$ cat src/rtl/pe_slot_sched.sv
module pe_slot_sched #(
  parameter int NUM_PE  = 4,
  parameter int NUM_REG = 16,
  localparam int SEG    = NUM_REG / NUM_PE,
  localparam int SEG_AW = $clog2(SEG),
  localparam int SLOT_W = $clog2(NUM_REG)
) (
  input  logic                     clk,
  input  logic                     rst_n,
  input  logic                     run,
  input  logic                     mode_wr,
  input  logic [1:0]               mode_req,
  output logic [1:0]               mode_cur,
  output logic [SLOT_W-1:0]        slot,
  output logic [NUM_PE-1:0]        pe_active,
  output logic [NUM_PE*SEG_AW-1:0] pe_sel,
  output logic [NUM_REG-1:0]       reg_we,
  output logic                     iter_done
);

  logic [1:0]        pend_q, pend_nxt;
  logic [SEG_AW-1:0] loc;
  int                nphase, phase;
  logic [SLOT_W-1:0] last_slot;
  logic              boundary;

  always_comb begin
    case (mode_cur)
      2'b00:   nphase = NUM_PE;
      2'b01:   nphase = NUM_PE / 2;
      default: nphase = 1;
    endcase
    last_slot = SLOT_W'(nphase * SEG - 1);
  end

  assign phase     = int'(slot >> SEG_AW);
  assign loc       = slot[SEG_AW-1:0];
  assign iter_done = run && (slot == last_slot);
  assign boundary  = iter_done || (!run && slot == '0);
  assign pend_nxt  = (mode_wr && mode_req != 2'b11) ? mode_req : pend_q;

  always_ff @(posedge clk) begin
    if (!rst_n) begin
      slot     <= '0;
      pend_q   <= 2'b00;
      mode_cur <= 2'b00;
    end else begin
      pend_q <= pend_nxt;
      if (boundary) mode_cur <= pend_nxt;
      if (run) slot <= iter_done ? '0 : slot + 1'b1;
    end
  end

  for (genvar k = 0; k < NUM_PE; k++) begin : g_pe
    assign pe_active[k] = run && ((k % nphase) == phase);
    assign pe_sel[k*SEG_AW +: SEG_AW] = pe_active[k] ? loc : '0;
    for (genvar j = 0; j < SEG; j++) begin : g_reg
      assign reg_we[k*SEG+j] = pe_active[k] && (loc == SEG_AW'(j));
    end
  end

  a_r9_mode_only_at_boundary: assert property (@(posedge clk) disable iff (!rst_n)
    !boundary |=> $stable(mode_cur));

  a_r10_slot_holds: assert property (@(posedge clk) disable iff (!rst_n)
    !run |=> $stable(slot));

  a_r10_no_write_when_stopped: assert property (@(posedge clk) disable iff (!rst_n)
    !run |-> (reg_we == '0));

  a_r7_done_is_pulse: assert property (@(posedge clk) disable iff (!rst_n)
    iter_done |=> !iter_done);

  a_r7_wrap_to_zero: assert property (@(posedge clk) disable iff (!rst_n)
    iter_done |=> (slot == '0));

  a_r8_mode_legal: assert property (@(posedge clk) disable iff (!rst_n)
    mode_cur != 2'b11);

  a_r5_all_active: assert property (@(posedge clk) disable iff (!rst_n)
    (run && mode_cur == 2'b10) |-> (&pe_active));

  a_r3_single_active: assert property (@(posedge clk) disable iff (!rst_n)
    (run && mode_cur == 2'b00) |-> ($countones(pe_active) == 1));

endmodule

$ cat config.mk
export PLATFORM = sky130hd
export DESIGN_NAME = pe_slot_sched
export DESIGN_NICKNAME = d
export VERILOG_FILES = /design/src/rtl/pe_slot_sched.sv
export SDC_FILE = /design/constraint.sdc
export NUM_CORES = 1
export LEC_CHECK = 0
export ABC_AREA = 1
export BUFFER_PORTS_ARGS = -buffer_cell sky130_fd_sc_hd__buf_4
export CORE_MARGIN = 2
export CORE_UTILIZATION = 47
export CTS_BUF_LIST = sky130_fd_sc_hd__clkbuf_4 sky130_fd_sc_hd__clkbuf_8
export CTS_CLUSTER_SIZE = 24
export DETAILED_ROUTE_END_ITERATION = 10
export PLACE_DENSITY = 0.86
export SYNTH_ARGS = -nofsm -noshare
export SYNTH_HDL_FRONTEND = slang
export SYNTH_SLANG_ARGS = --single-unit
$ cat constraint.sdc
create_clock -name clk -period 2.25 [get_ports clk]
set_clock_uncertainty 0.15 [all_clocks]
set_input_delay 0.225 -clock clk [delete_from_list [all_inputs] [get_ports clk]]
set_output_delay 0.225 -clock clk [all_outputs]
set_load 0.02 [all_outputs]
# Yosys cells after proc, flatten, opt, wreduce, memory -nomap -nowiden
# Index checks and enable logic that the tools add are counted.
[op_classes]
eq_ne = 10
div = 4
muxes = 7
add_sub_neg = 2
n_reduce_logical = 28
[op_table]
columns = ["op", "count"]
rows = [
  ["$eq A32 B3 Y1", 4],
  ["$mod A3 B32 Y32 const A", 2],
  ["$mod A1 B32 Y32 const A", 1],
  ["$mod A2 B32 Y32 const A", 1],
  ["$logic_and A1 B1 Y1", 23],
  ["$mux W2", 5],
  ["$pmux W3 S2", 1],
  ["$add A4 B1 Y4 const B", 1],
  ["$eq A2 B1 Y1 const B", 2],
  ["$eq A2 B2 Y1 const B", 2],
  ["$eq A4 B4 Y1", 1],
  ["$logic_not A2 Y1", 2],
  ["$logic_not A4 Y1", 1],
  ["$mux W4", 1],
  ["$sub A4 B2 Y4 const B", 1],
  ["$ne A2 B2 Y1 const B", 1],
  ["$logic_not A1 Y1", 1],
  ["$logic_or A1 B1 Y1", 1],
]
[word_totals]
register_bits = 8
output_inout_bits = 35

# Logic depth before layout (Yosys ltp)
# Gate-level depths: netlist (run 1).
[depth]
depth_word = 6
mapped_depth = 10

# Least setup slack after synthesis (run 1)
# Ideal clock, no wire load.
[synth_timing]
kind = "flip-flop to output port"
start = "reg mode_cur[1]"
end = "out pe_sel[4]"
arrival_ns = 1.815
path_buffers = 0
t_required_ns = 1.875
path_stages_with_launch = 11
slack_ns = 0.060
cell_sequence = "dfxtp_1 > inv_2 > nand2_2 > ha_1 > nand2_1 > inv_1 > a21oi_1 > nand2_1 > nor2_2 > inv_2 > nor2_1"
[synth_between]
elab_chain_len = 6
elab_cells_between_ends = 7
classes_between = "div: 1; eq/ne: 2; mux: 2; reduce/logical: 2"
[synth_rtl]
columns = ["element", "line", "rtl"]
rows = [
  ["from (decl)", "13", "output logic [1:0] mode_cur,"],
  ["from (signal assigned)", "49", "if (boundary) mode_cur <= pend_nxt;"],
  ["$eq A2 B1 Y1 / $logic_not A2 Y1 (equally long branches)", "28", "case (mode_cur)"],
  ["$pmux W3 S2 (*)", "28", ""],
  ["$mod A3 B32 Y32 (*)", "55", "assign pe_active[k] = run && ((k % nphase) == phase);"],
  ["$eq A32 B3 Y1 (*)", "55", ""],
  ["$logic_and A1 B1 Y1 (*)", "55", ""],
  ["net pe_active[2]", "15", "output logic [NUM_PE-1:0] pe_active,"],
  ["$mux W2 (*)", "56", "assign pe_sel[k*SEG_AW +: SEG_AW] = pe_active[k] ? loc : '0;"],
  ["to (decl)", "16", "output logic [NUM_PE*SEG_AW-1:0] pe_sel,"],
]
# The timed path passes the listed nets; every way through them passes the cells marked *.

# Worst setup path in the final report (run 1)
[layout_timing]
start = "reg mode_cur[1]"
end = "out pe_sel[5]"
[layout_between]
elab_chain_len = 6
elab_cells_between_ends = 7
classes_between = "div: 1; eq/ne: 2; mux: 2; reduce/logical: 2"
[layout_rtl]
columns = ["element", "line"]
rows = [
  ["$eq A2 B1 Y1 / $logic_not A2 Y1 (equally long branches)", "28"],
  ["$pmux W3 S2 (*)", "28"],
  ["$mod A3 B32 Y32 (*)", "55"],
  ["$eq A32 B3 Y1 (*)", "55"],
  ["$logic_and A1 B1 Y1 (*)", "55"],
  ["$mux W2 (*)", "56"],
]
# Mark *: on every way between the ends. The rest lies on a longest branch, timed or not.

==> impl_metrics.ini, run 1 <==
[finish]
multiInputGateArea_um2 = 491.7
final_nets = 175
fin_area_um2 = 1127
final-seq-area_um2 = 167.7
final_cell_mix = buf_4 (40), nor2_1 (30), inv_1 (15), nand2_1 (14), a21oi_1 (7)
diodes = 0
final_common_cell = buf_4
n_fill_cell = 89
drive_gt1_frac = 0.4506
area_growth_pct = 68.10

[sta]
drv_slew = 0
finalCritPeriodShare = 0.9693
finalCriticalPeriod_ps = 2181
hold_viol_final = 0
max-slew-margin-rel = 0.8022
setup_viol = 0
worst_pin_slew_ps = 296.4
fmax_mhz = 458.5

[critical_path]
required_ps = 1880
crit_path_max_incr_delay_ps = 360
critical_path_arrival_ps = 1810
worstSetupPathType = flop to primary output
worstSetupStartpointType = flop
path_cells = inv_6 -> nand2_4 -> ha_4 -> nand2_4 -> inv_2 -> a21oi_2 -> nand2_1 -> nor2_2 -> inv_4 -> nor2_1 -> buf_4
reg2regPathDepth = 5
cp_slowest_cell = dfxtp_4
critPathTopFamily = simple AND/OR/NAND/NOR gates
cp_max_fo = 6
reg2reg_to = mode_cur[0]$_SDFFE_PN0P_
reg2reg_from = slot[0]$_SDFFE_PN0P_
r2r_slack_ps = 740
endpoint_kind = primary output
crit_top_cell = nand2_4
crit_buf_inv = 4

[logic_synthesis]
synth_area_um2 = 670.6
synth_nets = 127
synthTopCellsByArea = dfxtp_1 (24%), nor2_1 (20%), inv_1 (9.5%), ha_1 (9.3%), nand2_1 (9.0%)
yosysSeqAreaShare = 0.2388
syn-instance-count = 116
synth_top_area_frac = 0.2388
avgSynthCellArea_um2 = 5.781
yosysWarnings = 0
yosys.area.top_type = dfxtp_1
yosysUniqueCellTypes = 16
ys_seq_elements = 8

[placement]
gp_congestion = 0.7656
port-buffer-count = 40
dpl_cell_area_um2 = 989.7
hpwl_mm = 1.559

[global_routing]
grt_overflow_total = 0
grt_pass1_wl_mm = 2.953
grt_pass1_vias = 678
grtUsageTotal = 0.2122
antenna_found_initial = 0
grt_max_degree = 9

[clocking]
h-tree-depth = 1
clock-root-buffer = clkbuf_4
clock-sinks = 8
cts_buffers = 3
clockBufferDepth = 2
tritoncts = yes
clk_pin_slew_ps = 50
cts_hold_buf = 0
insertion_delay_ps = 250

[route]
avgViaCountPerCell = 4.898
drc = 0
met3_length_um = 99
avgRoutedWirePerCell_um = 12.13
drtAntennaViolNets = 0
drt_iter0_drc = 30
wl_met2_mm = 1.111
met1_length_um = 921
first_pass_iters = 4
dr.max_layer_used = met4
vias = 867
finalWirelength_mm = 2.147

[run]
cap_violations = 0

[die]
initial_core_util = 0.5090
coreArea_um2 = 1318
io_pins = 41
dieWidth_um = 41.78
die-area_um2 = 1745
rows = 13
die_h_um = 41.78

[worst_hold_path]
min_to = pend_q[0]$_SDFF_PN0_
worstHoldStart = rst_n
min_path_type = primary input to flop
min_delay_path_depth = 2

[outcome]
outcome = completed

[pwr]
p_leak_nw = 0.5939
total_power_mw = 0.4958
ir_drop_mv = 0.3242
powerDensity_nw_per_um2 = 439.8
## how the worst max path moves through the flow
stage | start | cells past startpoint | endpoint
after global placement | mode_cur[1]$_SDFFE_PN0P_ | 11 | reg_we[11]
final | mode_cur[1]$_SDFFE_PN0P_ | 11 | pe_sel[5]
after CTS | mode_cur[1]$_SDFFE_PN0P_ | 11 | reg_we[11]
after global routing | mode_cur[1]$_SDFFE_PN0P_ | 11 | pe_sel[5]
after detailed placement | mode_cur[1]$_SDFFE_PN0P_ | 11 | reg_we[11]
after floorplan | mode_cur[1]$_SDFFE_PN0P_ | 10 | pe_sel[4]
## worst register-to-register path, delay by kind of cell (launching register included)
kind / cells / cell delay [ps]
AOI/OAI and AO/OA: 1 / 200
adders and majority gates: 1 / 230
buffers and inverters: 1 / 250
DFF: 1 / 350
and+or+nand+nor: 2 / 220
## metrics by stage
stage	setup slack, ps	hold slack [ps]	utilization	cells	setup TNS, ps
final	69.09	73.98	0.8557	177	0
after global routing	-23.69	77.06	0.8557	177	-37.74
after detailed placement	281.2	331.1	0.7512	171	0
after global placement	369.6	327.8	0.7512	171	0
after floorplan	60.43	195.8	-	116	0
after CTS	0.7514	64.54	0.7683	174	0
## synthesized netlist by cell type (all sizes together)
master / number
o21ai: 3
nor2: 38
o21a: 1
ha: 5
a21oi: 8
dfxtp: 8
nand4: 1
and2: 1
inv: 22
xor2: 2
nand2: 21
nand3: 5
or2: 1
## timing repair
action,4_1_cts,5_1_grt
endpoints found under the setup margin,0,10
buffers inserted,0,3
gates resized for setup,0,28
## per-layer routing
metal | GRT usage | vias up
met5 | 0 | -
met2 | 0.3813 | 27
met1 | 0.2626 | 393
met3 | 0.02609 | 2
li1 | - | 445
met4 | 0.05806 | 0
## kinds of logic (layout without fill, tap and decap cells)
| logic type | count (synthesis) | after routing | share of synthesized area |
|---|---|---|---|
| xor gates and xnor gates | 2 | 2 | 0.02612 |
| adders and majority gates | 5 | 5 | 0.09328 |
| buffers and inverters | 22 | 68 | 0.1231 |
| AOI/OAI and AO/OA | 12 | 12 | 0.09328 |
| DFF | 8 | 8 | 0.2388 |
| and+or+nand+nor | 67 | 67 | 0.4254 |
## sequential cells by signal, summed over array words and instances, names as in the netlist
register / count
mode_cur: 2
pend_q: 2
slot: 4
## where the power goes
part | internal, mW | total, mW | switching [mW]
Sequential | 0.151 | 0.163 | 0.0123
Combinational | 0.0893 | 0.225 | 0.136
Clock | 0.0609 | 0.108 | 0.0467
Total | 0.301 | 0.496 | 0.195
## cell type report
class,count,share of cell area
inverter,22,0.08213
timing repair buffer,43,0.2963
tap,15,0.01665
multi-input combinational,86,0.4362
sequential,8,0.1487
clock buffer,3,0.01998
No activity file was read; power rests on OpenSTA's default activity.
==> run 2: changes to the inputs <==
--- a/config.mk
+++ b/config.mk
@@ -6,7 +6,7 @@
 export NUM_CORES = 1
 export LEC_CHECK = 0
 export ABC_AREA = 1
-export BUFFER_PORTS_ARGS = -buffer_cell sky130_fd_sc_hd__buf_4
+export BUFFER_PORTS_ARGS = -buffer_cell sky130_fd_sc_hd__clkbuf_2
 export CORE_MARGIN = 2
 export CORE_UTILIZATION = 47
 export CTS_BUF_LIST = sky130_fd_sc_hd__clkbuf_4 sky130_fd_sc_hd__clkbuf_8
==> constraint.sdc (replaced) <==
create_clock -name clk -period 2.25 [get_ports clk]
set_clock_uncertainty 0.15 [all_clocks]
set_input_delay 0.225 -clock clk [delete_from_list [all_inputs] [get_ports clk]]
set_output_delay 0.225 -clock clk [all_outputs]
set_load 0.005 [all_outputs]
==> run 2 against run 1 <==
Compared with the run above: worst hold slack gained 11 ps; cell count shrank 1.1%; die area is the same; critical path type unchanged; largest cell class unchanged; highest routed layer unchanged.
==> impl_metrics.ini, run 2 (synthesis results as in run 1) <==
[outcome]
outcome = completed

[placement]
dpl_cell_area_um2 = 889.6
gp_congestion = 0.7857
port-buffer-count = 40
hpwl_mm = 1.414
dp_cells = 171

[finish]
top_regs = slot (4), mode_cur (2), pend_q (2)
final_cell_mix = clkbuf_2 (40), nor2_1 (32), inv_1 (16), nand2_1 (14)
regMostFlops = slot
final_common_cell = clkbuf_2
fin_cells = 175
final_core_util = 0.7255
largest_reg_flops = 4
area_growth_pct = 42.54
drive_gt1_frac = 0.4250
fin_area_um2 = 955.9
diodes = 0
final_nets = 173

[clocking]
h-tree-depth = 1
clock-sinks = 8
clockBufferDepth = 2
clock-root-buffer = clkbuf_4
clk_pin_slew_ps = 50
insertion_delay_ps = 250
cts_hold_buf = 0
cts_buffers = 3
tritoncts = yes

[route]
avgRoutedWirePerCell_um = 9.726
avgViaCountPerCell = 4.760
vias = 833
drt_iter0_drc = 25
drc = 0
first_pass_iters = 4
finalWirelength_mm = 1.702
drtAntennaViolNets = 0

[sta]
fmax_mhz = 477.0
setup-tns-final_ps = 0
finalCritPeriodShare = 0.9318
worst_pin_slew_ps = 257.3
hold_viol_final = 0
max-slew-margin-rel = 0.8283
finalCriticalPeriod_ps = 2097
grt_setup_unrepaired = no
drv_slew = 0
setup_viol = 0

[die]
rows = 13
io_pins = 41
coreArea_um2 = 1318
die-area_um2 = 1745
dieWidth_um = 41.78
die_h_um = 41.78
initial_core_util = 0.5090

[worst_hold_path]
min_path_type = primary input to flop

[critical_path]
endpoint_kind = primary output
required_ps = 1880
worstSetupPathType = flop to primary output
critical_path_arrival_ps = 1720
r2r_slack_ps = 760
worstSetupStartpointType = flop
cp_max_fo = 6

[global_routing]
grtUsageTotal = 0.2047
grt_max_degree = 9
grt_pass1_wl_mm = 2.918
grt_overflow_total = 0
antenna_found_initial = 0
grt_pass1_vias = 712

[pwr]
powerDensity_nw_per_um2 = 433.0
ir_drop_mv = 0.3100
p_leak_nw = 0.5424
total_power_mw = 0.4139

[run]
cap_violations = 0
[run 2: changes by cell type in the layout (fill, tap and decap cells not counted), sizes merged]
cell | before | now
clkbuf | 3 | 43
buf | 43 | 1
[run 2: final cells by class]
type	instances	area [µm²]
Timing Repair Buffer	41	207.7
Tap cell	15	18.77
Multi-Input combinational cell	86	456.7
Clock buffer	3	22.52
Sequential cell	8	165.2
Fill cell	125	361.6
Inverter	22	85.08
[run 2: repair_timing]
action	4_1_cts	5_1_grt
setup buffers	0	1
endpoints found under the setup margin	0	6
gates resized for setup	0	12
[run 2: final timing paths]
kind | from | end | depth (start not counted)
max reg2reg | slot[1]$_SDFFE_PN0P_ | mode_cur[0]$_SDFFE_PN0P_ | 6
min | rst_n | mode_cur[1]$_SDFFE_PN0P_ | 3
min reg2reg | slot[1]$_SDFFE_PN0P_ | slot[1]$_SDFFE_PN0P_ | 2
max | mode_cur[1]$_SDFFE_PN0P_ | reg_we[9] | 11
[run 2: where the power goes]
group	internal [mW]	leakage (nW)	switching [mW]	total, mW
clock network	0.0607	0.0138	0.0438	0.104
registers	0.151	0.0666	0.00993	0.161
logic	0.0596	0.462	0.0886	0.148
total	0.272	0.542	0.142	0.414
[run 2: per-stage QoR]
step                hold WS, ps  setup WS (ps)
floorplan                 195.8          510.3
CTS                       90.98          89.78
detailed placement        353.9          360.0
global route              84.39          37.00
global placement          344.2          418.6
finish                    85.02          153.4
[run 2: routing by layer]
layer | track usage | wire, µm
met5 | 0 | 0
met4 | 0.08387 | 6
met3 | 0.03478 | 90
met2 | 0.3313 | 885
met1 | 0.2665 | 720
[run 2: worst max-delay path, cell delays in order, from the launching register on]
cell      delay (ps)
dfxtp_4          350
inv_4             70
nand2_2           80
ha_4             240
nand2_2           70
inv_1             50
a21oi_2          110
nand2_1           70
nor2_2           130
inv_2             80
nor2_1           100
clkbuf_2         120
==> run 3: changes to the inputs <==
--- a/config.mk
+++ b/config.mk
@@ -7,12 +7,15 @@
 export LEC_CHECK = 0
 export ABC_AREA = 1
 export BUFFER_PORTS_ARGS = -buffer_cell sky130_fd_sc_hd__clkbuf_2
+export CELL_PAD_IN_SITES_DETAIL_PLACEMENT = 1
+export CELL_PAD_IN_SITES_GLOBAL_PLACEMENT = 2
+export CORE_ASPECT_RATIO = 0.8
 export CORE_MARGIN = 2
-export CORE_UTILIZATION = 47
+export CORE_UTILIZATION = 21
 export CTS_BUF_LIST = sky130_fd_sc_hd__clkbuf_4 sky130_fd_sc_hd__clkbuf_8
 export CTS_CLUSTER_SIZE = 24
 export DETAILED_ROUTE_END_ITERATION = 10
-export PLACE_DENSITY = 0.86
+export PLACE_DENSITY_LB_ADDON = 0.1
 export SYNTH_ARGS = -nofsm -noshare
 export SYNTH_HDL_FRONTEND = slang
 export SYNTH_SLANG_ARGS = --single-unit
==> run 3 against run 2 <==
Compared with the run above: sequential power is essentially flat; design area grew 5.6%; first-iteration DRC count shrank 20%; sequential cell count is the same; largest power group is now clock.
==> impl_metrics.ini, run 3 (synthesis results as in run 1) <==
[clocking]
h-tree-depth = 1
clock-sinks = 8
tritoncts = yes
clock-root-buffer = clkbuf_8
cts_buffers = 3
clockBufferDepth = 2
clk_pin_slew_ps = 40
insertion_delay_ps = 230
cts_hold_buf = 0

[placement]
port-buffer-count = 40
hpwl_mm = 2.013
gp_congestion = 0.8202

[critical_path]
worstSetupPathType = flop to primary output
reg2regPathDepth = 6
critical_path_arrival_ps = 1730
worstSetupStartpointType = flop
endpoint_kind = primary output
required_ps = 1880
cp_max_fo = 6
r2r_slack_ps = 740

[route]
drc = 0
finalWirelength_mm = 2.417
vias = 860
avgViaCountPerCell = 4.257
drt_iter0_drc = 20
avgRoutedWirePerCell_um = 11.97
drtAntennaViolNets = 0
first_pass_iters = 4

[die]
rows = 18
die-area_um2 = 3664
io_pins = 41
coreArea_um2 = 3063
initial_core_util = 0.2190
dieWidth_um = 67.18
die_h_um = 54.55

[finish]
top_regs = slot (4), mode_cur (2), pend_q (2)
diodes = 0
final_common_cell = clkbuf_2
multiInputGateArea_um2 = 445.4
final-seq-area_um2 = 165.2
n_fill_cell = 436
final_cell_mix = clkbuf_2 (40), nor2_1 (34), inv_1 (16), nand2_1 (15), a21oi_1 (8)
final_nets = 175
final_core_util = 0.3297
regMostFlops = slot
drive_gt1_frac = 0.4074
largest_reg_flops = 4
area_growth_pct = 50.56

[outcome]
outcome = completed

[sta]
fmax_mhz = 475.2
drv_slew = 0
setup-tns-final_ps = 0
setup_viol = 0
finalCritPeriodShare = 0.9354
worst_pin_slew_ps = 252.5
hold_viol_final = 0
hold_slack_ps = 127.8
max-slew-margin-rel = 0.8313
finalCriticalPeriod_ps = 2105
grt_setup_unrepaired = no

[pwr]
p_leak_nw = 0.5607
powerDensity_nw_per_um2 = 485.4
ir_drop_mv = 0.2410

[global_routing]
antenna_found_initial = 0
grt_pass1_wl_mm = 3.905
grt_max_degree = 9
grt_overflow_total = 0
grt_pass1_vias = 819
grtUsageTotal = 0.1429

[run]
cap_violations = 0

[worst_hold_path]
min_path_type = primary input to flop
min_delay_path_depth = 3
==> run 3: metal layers <==
layer | wire [µm] | GRT usage | vias to the layer above
met3 | 53 | 0.03086 | 0
met1 | 1197 | 0.2007 | 408
met2 | 1166 | 0.2244 | 12
li1 | - | - | 440
met4 | 0 | 0.03061 | 0
met5 | 0 | 0 | -
==> run 3: final timing paths <==
path | to | startpoint
setup / recovery | pe_sel[5] | mode_cur[1]$_SDFFE_PN0P_
hold / removal | mode_cur[1]$_SDFFE_PN0P_ | rst_n
setup reg to reg | mode_cur[1]$_SDFFE_PN0P_ | slot[1]$_SDFFE_PN0P_
hold reg to reg | pend_q[0]$_SDFF_PN0_ | pend_q[0]$_SDFF_PN0_
==> run 3: critical path, stage by stage (launching register included) <==
cell,delay [ps]
dfxtp_4,350
inv_4,70
nand2_1,110
ha_4,240
nand2_2,80
inv_1,40
a21oi_1,110
nand2_1,70
nor2_2,130
inv_2,80
nor2_2,100
clkbuf_2,110
==> run 3: cell type report <==
type | instances | area share
Clock buffer | 3 | 0.04089
Inverter | 22 | 0.08426
Multi-Input combinational cell | 86 | 0.4411
Sequential cell | 8 | 0.1636
Tap cell | 40 | 0.04957
Timing Repair Buffer | 43 | 0.2206
==> run 3: where the power goes <==
group | total [mW] | internal [mW] | switching, mW
clock network | 0.171 | 0.116 | 0.0554
registers | 0.161 | 0.152 | 0.00937
logic | 0.158 | 0.0632 | 0.0946
total | 0.490 | 0.331 | 0.159
==> run 3: repair_timing <==
action / 4_1_cts / 5_1_grt
setup buffers: 0 / 2
gates resized for setup: 0 / 8
setup endpoints to repair: 0 / 12
==> run 3: stage by stage <==
stage	instance area, µm²	setup WS, ps	cells	power, mW
after global routing	1010	3.324	202	0.5366
after detailed placement	928.4	294.9	197	0.3057
after floorplan	670.6	510.3	116	0.2486
after CTS	969.7	51.58	200	0.4818
final	1010	145.4	202	0.4901
after global placement	928.4	362.2	197	0.3024
